### src/rtl/wt_pkg.sv
package wt_pkg;
  typedef enum logic [1:0] {
    CSEL_SUB    = 2'b00,
    CSEL_DIV_HI = 2'b01,
    CSEL_DIV_MD = 2'b10,
    CSEL_DIV_LO = 2'b11
  } csel_t;

  typedef enum logic [1:0] {
    ISEL_SHORT  = 2'b00,
    ISEL_MID    = 2'b01,
    ISEL_FULL   = 2'b10,
    ISEL_RELOAD = 2'b11
  } isel_t;

  localparam int EN_BIT   = 7;
  localparam int FLAG_BIT = 4;
  localparam int ISEL_LO  = 2;
  localparam int CSEL_LO  = 0;
  localparam int CLR_BIT  = 7;
endpackage

### src/rtl/wt_clk_sel.sv
module wt_clk_sel
  import wt_pkg::*;
#(
  parameter int DIV_W = 8
) (
  input  logic  clk,
  input  logic  rst,
  input  logic  run,
  input  logic  sub_tick,
  input  logic  main_tick,
  input  csel_t csel,
  output logic  wck
);
  logic [DIV_W-1:0] div_q;
  logic [2:0]       div_tap;
  logic             sel_tick;

  always_ff @(posedge clk) begin
    if (rst || !run) div_q <= '0;
    else if (main_tick) div_q <= div_q + 1'b1;
  end

  // tap g divides by 2^(DIV_W-g)
  for (genvar g = 0; g < 3; g++) begin : g_tap
    localparam int K = DIV_W - g;
    assign div_tap[g] = main_tick && (&div_q[K-1:0]);
  end

  always_comb begin
    unique case (csel)
      CSEL_SUB:    sel_tick = sub_tick;
      CSEL_DIV_HI: sel_tick = div_tap[0];
      CSEL_DIV_MD: sel_tick = div_tap[1];
      default:     sel_tick = div_tap[2];
    endcase
  end

  assign wck = run && sel_tick;

  // a divided timebase never ticks without a main tick
  p_no_tick_without_main_r2: assert property (@(posedge clk) disable iff (rst)
    (csel != CSEL_SUB && !main_tick) |-> !wck);

  // divider held while disabled
  p_div_hold_r6: assert property (@(posedge clk) disable iff (rst)
    !run |=> div_q == '0);
endmodule

### src/rtl/wt_chain.sv
module wt_chain
  import wt_pkg::*;
#(
  parameter int PRE_W = 14,
  parameter int CNT_W = 7
) (
  input  logic             clk,
  input  logic             rst,
  input  logic             run,
  input  logic             clr,
  input  logic             wck,
  input  isel_t            isel,
  input  logic [CNT_W-1:0] reload,
  output logic [CNT_W-1:0] rc_q,
  output logic             intv
);
  localparam int TAP_S = PRE_W - 3;
  localparam int TAP_M = PRE_W - 1;

  logic [PRE_W-1:0] pre_q;
  logic             end_s, end_m, end_f, rc_hit, end_sel;

  assign end_s  = wck && (&pre_q[TAP_S-1:0]);
  assign end_m  = wck && (&pre_q[TAP_M-1:0]);
  assign end_f  = wck && (&pre_q);
  assign rc_hit = (rc_q == reload);

  always_comb begin
    unique case (isel)
      ISEL_SHORT: end_sel = end_s;
      ISEL_MID:   end_sel = end_m;
      ISEL_FULL:  end_sel = end_f;
      default:    end_sel = end_f && rc_hit;
    endcase
  end

  always_ff @(posedge clk) begin
    if (rst || !run || clr) begin
      pre_q <= '0;
      rc_q  <= '0;
      intv  <= 1'b0;
    end else begin
      if (wck) pre_q <= pre_q + 1'b1;
      if (end_f) rc_q <= rc_hit ? '0 : rc_q + 1'b1;
      intv <= end_sel;
    end
  end

  // reaching the reload value returns the counter to zero on the next wrap
  p_reload_wrap_r4: assert property (@(posedge clk) disable iff (rst)
    (run && !clr && end_f && rc_q == reload) |=> rc_q == '0);

  // counters held while disabled
  p_hold_off_r6: assert property (@(posedge clk) disable iff (rst)
    !run |=> (pre_q == '0 && rc_q == '0 && !intv));

  // clear command zeroes both stages
  p_clear_r7: assert property (@(posedge clk) disable iff (rst)
    clr |=> (pre_q == '0 && rc_q == '0));
endmodule

### src/rtl/wt_regs.sv
module wt_regs
  import wt_pkg::*;
#(
  parameter int CNT_W = 7
) (
  input  logic             clk,
  input  logic             rst,
  input  logic             reg_sel,
  input  logic             reg_we,
  input  logic [7:0]       reg_wdata,
  input  logic             int_ack,
  input  logic             intv,
  input  logic [CNT_W-1:0] rc,
  output logic             run,
  output csel_t            csel,
  output isel_t            isel,
  output logic [CNT_W-1:0] reload,
  output logic             clr,
  output logic             flag,
  output logic [7:0]       reg_rdata
);
  logic mode_wr, intv_wr;
  logic unused_mode_bits;

  assign mode_wr = reg_we && !reg_sel;
  assign intv_wr = reg_we && reg_sel;
  assign clr     = intv_wr && reg_wdata[CLR_BIT];
  assign unused_mode_bits = ^reg_wdata[6:5];

  always_ff @(posedge clk) begin
    if (rst) begin
      run  <= 1'b0;
      csel <= CSEL_SUB;
      isel <= ISEL_SHORT;
    end else if (mode_wr) begin
      run  <= reg_wdata[EN_BIT];
      csel <= csel_t'(reg_wdata[CSEL_LO +: 2]);
      isel <= isel_t'(reg_wdata[ISEL_LO +: 2]);
    end
  end

  always_ff @(posedge clk) begin
    if (rst) reload <= '1;
    else if (intv_wr) reload <= reg_wdata[CNT_W-1:0];
  end

  always_ff @(posedge clk) begin
    if (rst) flag <= 1'b0;
    else if (intv) flag <= 1'b1;
    else if (int_ack || (mode_wr && !reg_wdata[FLAG_BIT])) flag <= 1'b0;
  end

  always_ff @(posedge clk) begin
    if (rst) reg_rdata <= 8'h00;
    else if (reg_sel) reg_rdata <= {{(8-CNT_W){1'b0}}, rc};
    else reg_rdata <= {run, 2'b00, flag, isel, csel};
  end

  // set wins over any clear
  p_set_wins_r9: assert property (@(posedge clk) disable iff (rst)
    intv |=> flag);
  // acknowledge clears when no new interval ends
  p_ack_clears_r9: assert property (@(posedge clk) disable iff (rst)
    (int_ack && !intv) |=> !flag);
  // writing one to the flag bit never sets it
  p_wr1_noset_r9: assert property (@(posedge clk) disable iff (rst)
    (mode_wr && reg_wdata[FLAG_BIT] && !flag && !intv) |=> !flag);
  // counter read has bit 7 clear
  p_rd_msb_r5: assert property (@(posedge clk) disable iff (rst)
    reg_sel |=> !reg_rdata[7]);
endmodule

### src/rtl/wtimer_top.sv
module wtimer_top
  import wt_pkg::*;
#(
  parameter int PRE_W = 14,
  parameter int DIV_W = 8,
  parameter int CNT_W = 7
) (
  input  logic       clk,
  input  logic       rst,
  input  logic       sub_tick,
  input  logic       main_tick,
  input  logic       reg_sel,
  input  logic       reg_we,
  input  logic [7:0] reg_wdata,
  output logic [7:0] reg_rdata,
  input  logic       int_ack,
  output logic       irq
);
  logic             run, clr, wck, intv, flag;
  csel_t            csel;
  isel_t            isel;
  logic [CNT_W-1:0] reload, rc;

  wt_regs #(.CNT_W(CNT_W)) u_regs (
    .clk(clk), .rst(rst), .reg_sel(reg_sel), .reg_we(reg_we),
    .reg_wdata(reg_wdata), .int_ack(int_ack), .intv(intv), .rc(rc),
    .run(run), .csel(csel), .isel(isel), .reload(reload), .clr(clr),
    .flag(flag), .reg_rdata(reg_rdata)
  );

  wt_clk_sel #(.DIV_W(DIV_W)) u_clk (
    .clk(clk), .rst(rst), .run(run), .sub_tick(sub_tick),
    .main_tick(main_tick), .csel(csel), .wck(wck)
  );

  wt_chain #(.PRE_W(PRE_W), .CNT_W(CNT_W)) u_chain (
    .clk(clk), .rst(rst), .run(run), .clr(clr), .wck(wck), .isel(isel),
    .reload(reload), .rc_q(rc), .intv(intv)
  );

  assign irq = flag;

  // a completed interval raises the request on the next cycle
  p_irq_follows_r8: assert property (@(posedge clk) disable iff (rst)
    intv |=> irq);
endmodule

### config.mk
export PLATFORM = sky130hd
export DESIGN_NAME = wtimer_top
export DESIGN_NICKNAME = d
export VERILOG_FILES = /design/src/rtl/wt_pkg.sv /design/src/rtl/wt_clk_sel.sv /design/src/rtl/wt_chain.sv /design/src/rtl/wt_regs.sv /design/src/rtl/wtimer_top.sv
export SDC_FILE = /design/constraint.sdc
export NUM_CORES = 1
export LEC_CHECK = 0
export ABC_AREA = 1
export BUFFER_PORTS_ARGS = -buffer_cell sky130_fd_sc_hd__buf_2
export CORE_MARGIN = 10
export CORE_UTILIZATION = 50
export CTS_CLUSTER_SIZE = 20
export DETAILED_ROUTE_END_ITERATION = 10
export PLACE_DENSITY = 0.69
export RECOVER_POWER = 100
export SETUP_SLACK_MARGIN = 0.05
export SYNTH_ARGS = -nofsm -noshare
export SYNTH_HDL_FRONTEND = slang
export SYNTH_HIERARCHICAL = 1
export SYNTH_SLANG_ARGS = --single-unit
### constraint.sdc
create_clock -name clk -period 5.7 [get_ports clk]
set_clock_uncertainty 0.15 [all_clocks]
set_input_delay 0.285 -clock clk [delete_from_list [all_inputs] [get_ports clk]]
set_output_delay 0.285 -clock clk [all_outputs]
set_load 0.1 [all_outputs]
==> report_table.html <==
<table>
<tr><th>Metric</th><th>Value</th></tr>
<tr><th colspan="2">Status</th></tr>
<tr><td>Outcome</td><td>finished clean</td></tr>
<tr><th colspan="2">Critical path</th></tr>
<tr><td>WP data arrival</td><td>3.01 ns</td></tr>
<tr><td>Maximum cell stage delay along the critical path</td><td>0.40 ns</td></tr>
<tr><td>Critical Path Source Type</td><td>flip-flop</td></tr>
<tr><td>Standard cell with the maximum stage delay on the critical path</td><td>dfxtp_1</td></tr>
<tr><td>Setup slack, reg-to-reg</td><td>2.80 ns</td></tr>
<tr><td>Largest fanout on the critical path</td><td>6</td></tr>
<tr><td>Cell-by-cell listing of the critical path</td><td>inv_1 -&gt; ha_1 -&gt; nand2_1 -&gt; nand2_1 -&gt; nand2_1 -&gt; nand2_1 -&gt; nand2_1 -&gt; a21oi_1 -&gt; nand2_1 -&gt; nor2_1 -&gt; nand2_1 -&gt; nor2_1 -&gt; o21ai_0 -&gt; a21oi_2 -&gt; nand2_1 -&gt; inv_1</td></tr>
<tr><td>Cell mode on critical path</td><td>nand2_1</td></tr>
<tr><td>Data required time at the worst endpoint</td><td>5.81 ns</td></tr>
<tr><td>Critical Setup Path Class</td><td>flip-flop to flip-flop</td></tr>
<tr><td>Crit path capture type</td><td>flip-flop</td></tr>
<tr><th colspan="2">Timing</th></tr>
<tr><td>Maximum clock rate</td><td>345 MHz</td></tr>
<tr><td>Worst hold margin</td><td>0.0260 ns</td></tr>
<tr><td>Min cycle time layout</td><td>2.90 ns</td></tr>
<tr><td>Transition time at the pin with the least slew margin</td><td>1.18 ns</td></tr>
<tr><td>Worst slew slack as a fraction of its limit</td><td>0.216</td></tr>
<tr><td>Tcrit/Tclk final</td><td>0.509</td></tr>
<tr><td>Sum of negative setup slack</td><td>0 ns</td></tr>
<tr><td>Unrepaired setup endpoints after global routing</td><td>no</td></tr>
<tr><td>Final count of pins violating max slew</td><td>0</td></tr>
<tr><td>Total count of hold-check failures in the final report</td><td>0</td></tr>
<tr><td>Final setup violation count</td><td>0</td></tr>
<tr><th colspan="2">Clock tree</th></tr>
<tr><td>CTS tree</td><td>done</td></tr>
<tr><td>Clk sink count</td><td>51</td></tr>
<tr><td>Total of hold buffers inserted after clock tree synthesis</td><td>0</td></tr>
<tr><td>Clock slew at the register clock pins of the worst setup and hold paths</td><td>0.09 ns</td></tr>
<tr><td>H-tree lvl count</td><td>2</td></tr>
<tr><td>CTS Buffer Depth</td><td>2</td></tr>
<tr><td># Post-CTS Setup Buffers</td><td>0</td></tr>
<tr><td>Clock root cell</td><td>clkbuf_8</td></tr>
<tr><td>Worst-Skew Late Latency</td><td>0.30 ns</td></tr>
<tr><td>Resize count post-CTS</td><td>0</td></tr>
<tr><td>Number of buffers inserted during clock tree synthesis</td><td>5</td></tr>
<tr><th colspan="2">Floorplanning</th></tr>
<tr><td>Die height</td><td>92.0 µm</td></tr>
<tr><td>Number of placement rows</td><td>26</td></tr>
<tr><td>Initial core utilization</td><td>0.511</td></tr>
<tr><td>Core box area</td><td>5070 µm²</td></tr>
<tr><td>Die X-Extent</td><td>92.0 µm</td></tr>
<tr><td>Die area</td><td>8470 µm²</td></tr>
<tr><td>Count of boundary I/O pins</td><td>24</td></tr>
<tr><th colspan="2">Placed design</th></tr>
<tr><td>PortBufs</td><td>23</td></tr>
<tr><td>Placed wire-length estimate after detailed placement</td><td>4.22 mm</td></tr>
<tr><td>Placer's final routability congestion estimate</td><td>0.828</td></tr>
<tr><th colspan="2">Routing</th></tr>
<tr><td>Routed wire length</td><td>5.48 mm</td></tr>
<tr><td>Post-route DRC violation count</td><td>0</td></tr>
<tr><td>Vias per cell</td><td>4.72</td></tr>
<tr><td>DRC marker count from the first detailed-route iteration</td><td>128</td></tr>
<tr><td>Average wire per standard cell</td><td>11.2 µm</td></tr>
<tr><td>Via total after detailed routing</td><td>2302</td></tr>
<tr><td>First drt pass iteration count</td><td>5</td></tr>
<tr><td>Antenna-violating nets left</td><td>0</td></tr>
<tr><th colspan="2">Cells and area</th></tr>
<tr><td>Layout Nets</td><td>440</td></tr>
<tr><td>Relative area change from synthesis to final layout</td><td>8.29%</td></tr>
<tr><td>Fill count</td><td>545</td></tr>
<tr><td>Fraction of final layout cells sized beyond drive strength 1</td><td>0.0813</td></tr>
<tr><td>Antenna Diode Count</td><td>0</td></tr>
<tr><th colspan="2">Global route</th></tr>
<tr><td>Antenna violations before repair</td><td>0</td></tr>
<tr><td>Via count of the first global-routing pass</td><td>2269</td></tr>
<tr><td>Combined global-route utilization of all metal layers</td><td>0.138</td></tr>
<tr><td>Grt total ovfl</td><td>0</td></tr>
<tr><td>Wire length of the first global-routing pass</td><td>9.92 mm</td></tr>
<tr><td>Pin count of the biggest net entering global routing</td><td>16</td></tr>
<tr><th colspan="2">Pwr</th></tr>
<tr><td>Peak supply drop</td><td>0.000113 V</td></tr>
<tr><td>Leak Pwr</td><td>0.00124 µW</td></tr>
<tr><td>PD cells</td><td>218 nW/µm²</td></tr>
<tr><th colspan="2">Run</th></tr>
<tr><td>Total of max-cap violations</td><td>0</td></tr>
<tr><th colspan="2">Logic synthesis</th></tr>
<tr><td>Post-synthesis instance area</td><td>2590 µm²</td></tr>
<tr><td>Synth warnings</td><td>6</td></tr>
<tr><td>Syn Nets</td><td>413</td></tr>
<tr><td>Number of register bits inferred by synthesis</td><td>51</td></tr>
<tr><td>Avg Synthesized Cell Area</td><td>6.62 µm²</td></tr>
<tr><td>Count of different cell masters after synthesis</td><td>29</td></tr>
<tr><td>Post-synthesis instance total</td><td>392</td></tr>
<tr><td>Count of flip-flops with a built-in enable after synthesis</td><td>0</td></tr>
<tr><td>FFs w/ async S/R, synth</td><td>0</td></tr>
<tr><td>Flip-flop cell with the highest count after synthesis</td><td>dfxtp_1</td></tr>
<tr><td>Portion of the post-synthesis area used by sequential elements</td><td>0.393</td></tr>
<tr><th colspan="2">Hold path</th></tr>
<tr><td>Path category of the worst min-delay check</td><td>input pin to flip-flop</td></tr>
</table>
-- worst max-delay path: cells and delay by family, from the launching register on --
family	cells	cell delay, ns
simple gates	10	1.18
compound gates	3	0.70
flops	1	0.40
fa+ha+maj	1	0.29
buf+inv	2	0.12
-- where the power goes --
group          internal [µW]  total (µW)  switching (µW)
combinational           15.5        50.5            34.9
sequential               363         369            5.80
clock                   82.1         194             112
-- final cells by class --
class / instances / area [µm²] / share of cell area
multi-input combinational: 268 / 1250 / 0.444
sequential: 51 / 1020 / 0.363
inverter: 70 / 278 / 0.0988
timing repair buffer: 23 / 103 / 0.0365
tap: 70 / 87.6 / 0.0312
clock buffer: 6 / 72.6 / 0.0258
-- synthesized netlist by cell type, types with 2 or more instances --
cell,instances,area share
xnor2_1,2,0.0068
ha_1,6,0.029
nor2_2,3,0.0072
nor2_4,3,0.013
nand2_2,8,0.019
inv_1,65,0.094
nand2_1,107,0.15
dfxtp_1,51,0.39
o21ai_0,16,0.031
nand4_1,5,0.012
nor3_1,4,0.0077
a21oi_1,23,0.044
nand3_1,27,0.052
xor2_1,2,0.0068
nor2_1,54,0.078
nand2_4,2,0.0087
buf_6,2,0.0087
-- worst paths after layout --
path / end / cells after the start / start
max reg2reg: u_chain/intv / 16 / u_regs/csel[0]
min: u_regs/reload[5] / 3 / reg_wdata[5]
min reg2reg: u_regs/flag / 2 / u_chain/intv
max: u_chain/intv / 16 / u_regs/csel[0]
-- per-layer routing --
layer | part of all wire | up-vias | track usage
met3 | 0.039 | 9 | 0.0334
li1 | - | 1258 | -
met1 | 0.47 | 999 | 0.158
met4 | 0.021 | 0 | 0.0501
met5 | 0 | - | 0
met2 | 0.47 | 36 | 0.244
-- stage by stage --
step	cell area [µm²]	power, µW	worst slack [ns]	util	cells
2_1_floorplan	2590	413	3.46	-	392
3_3_place_gp	2770	428	3.06	0.546	482
3_5_place_dp	2770	428	2.95	0.546	482
4_1_cts	2840	619	3.10	0.560	488
5_1_grt	2810	639	2.40	0.554	488
6_report	2810	613	2.80	0.554	488
-- layout by cell type, fill, tap and decap left out, types with 2 or more instances in the layout --
cell type	Yosys	layout
nand3_1	27	27
xnor2_1	2	2
nor3_1	4	4
nand2_1	107	109
nand2_2	8	6
nor2_1	54	57
inv_1	65	66
nand2_4	2	2
ha_1	6	6
dfxtp_1	51	51
o21ai_0	16	18
nand4_1	5	5
clkbuf_1	1	11
a21oi_1	23	23
clkbuf_8	0	5
nor2_4	3	2
xor2_1	2	2
buf_2	0	13
-- flip-flops by register name, indices dropped and copies added, names as in the netlist --
signal            flops
u_regs/csel           2
u_chain/rc_q          7
u_regs/isel           2
u_regs/reg_rdata      8
u_regs/flag           1
u_chain/intv          1
u_regs/run            1
u_regs/reload         7
u_chain/pre_q        14
u_clk/div_q           8
-- cells by family (layout without fill, tap and decap cells) --
| logic type | count (synthesis) | count (layout) | share of synthesized area |
|---|---|---|---|
| simple gates | 213 | 213 | 0.353 |
| buf+inv | 73 | 99 | 0.117 |
| flops | 51 | 51 | 0.393 |
| compound gates | 45 | 45 | 0.0940 |
| fa+ha+maj | 6 | 6 | 0.0289 |
| xor+xnor | 4 | 4 | 0.0135 |
No activity file was read; power rests on OpenSTA's default activity.
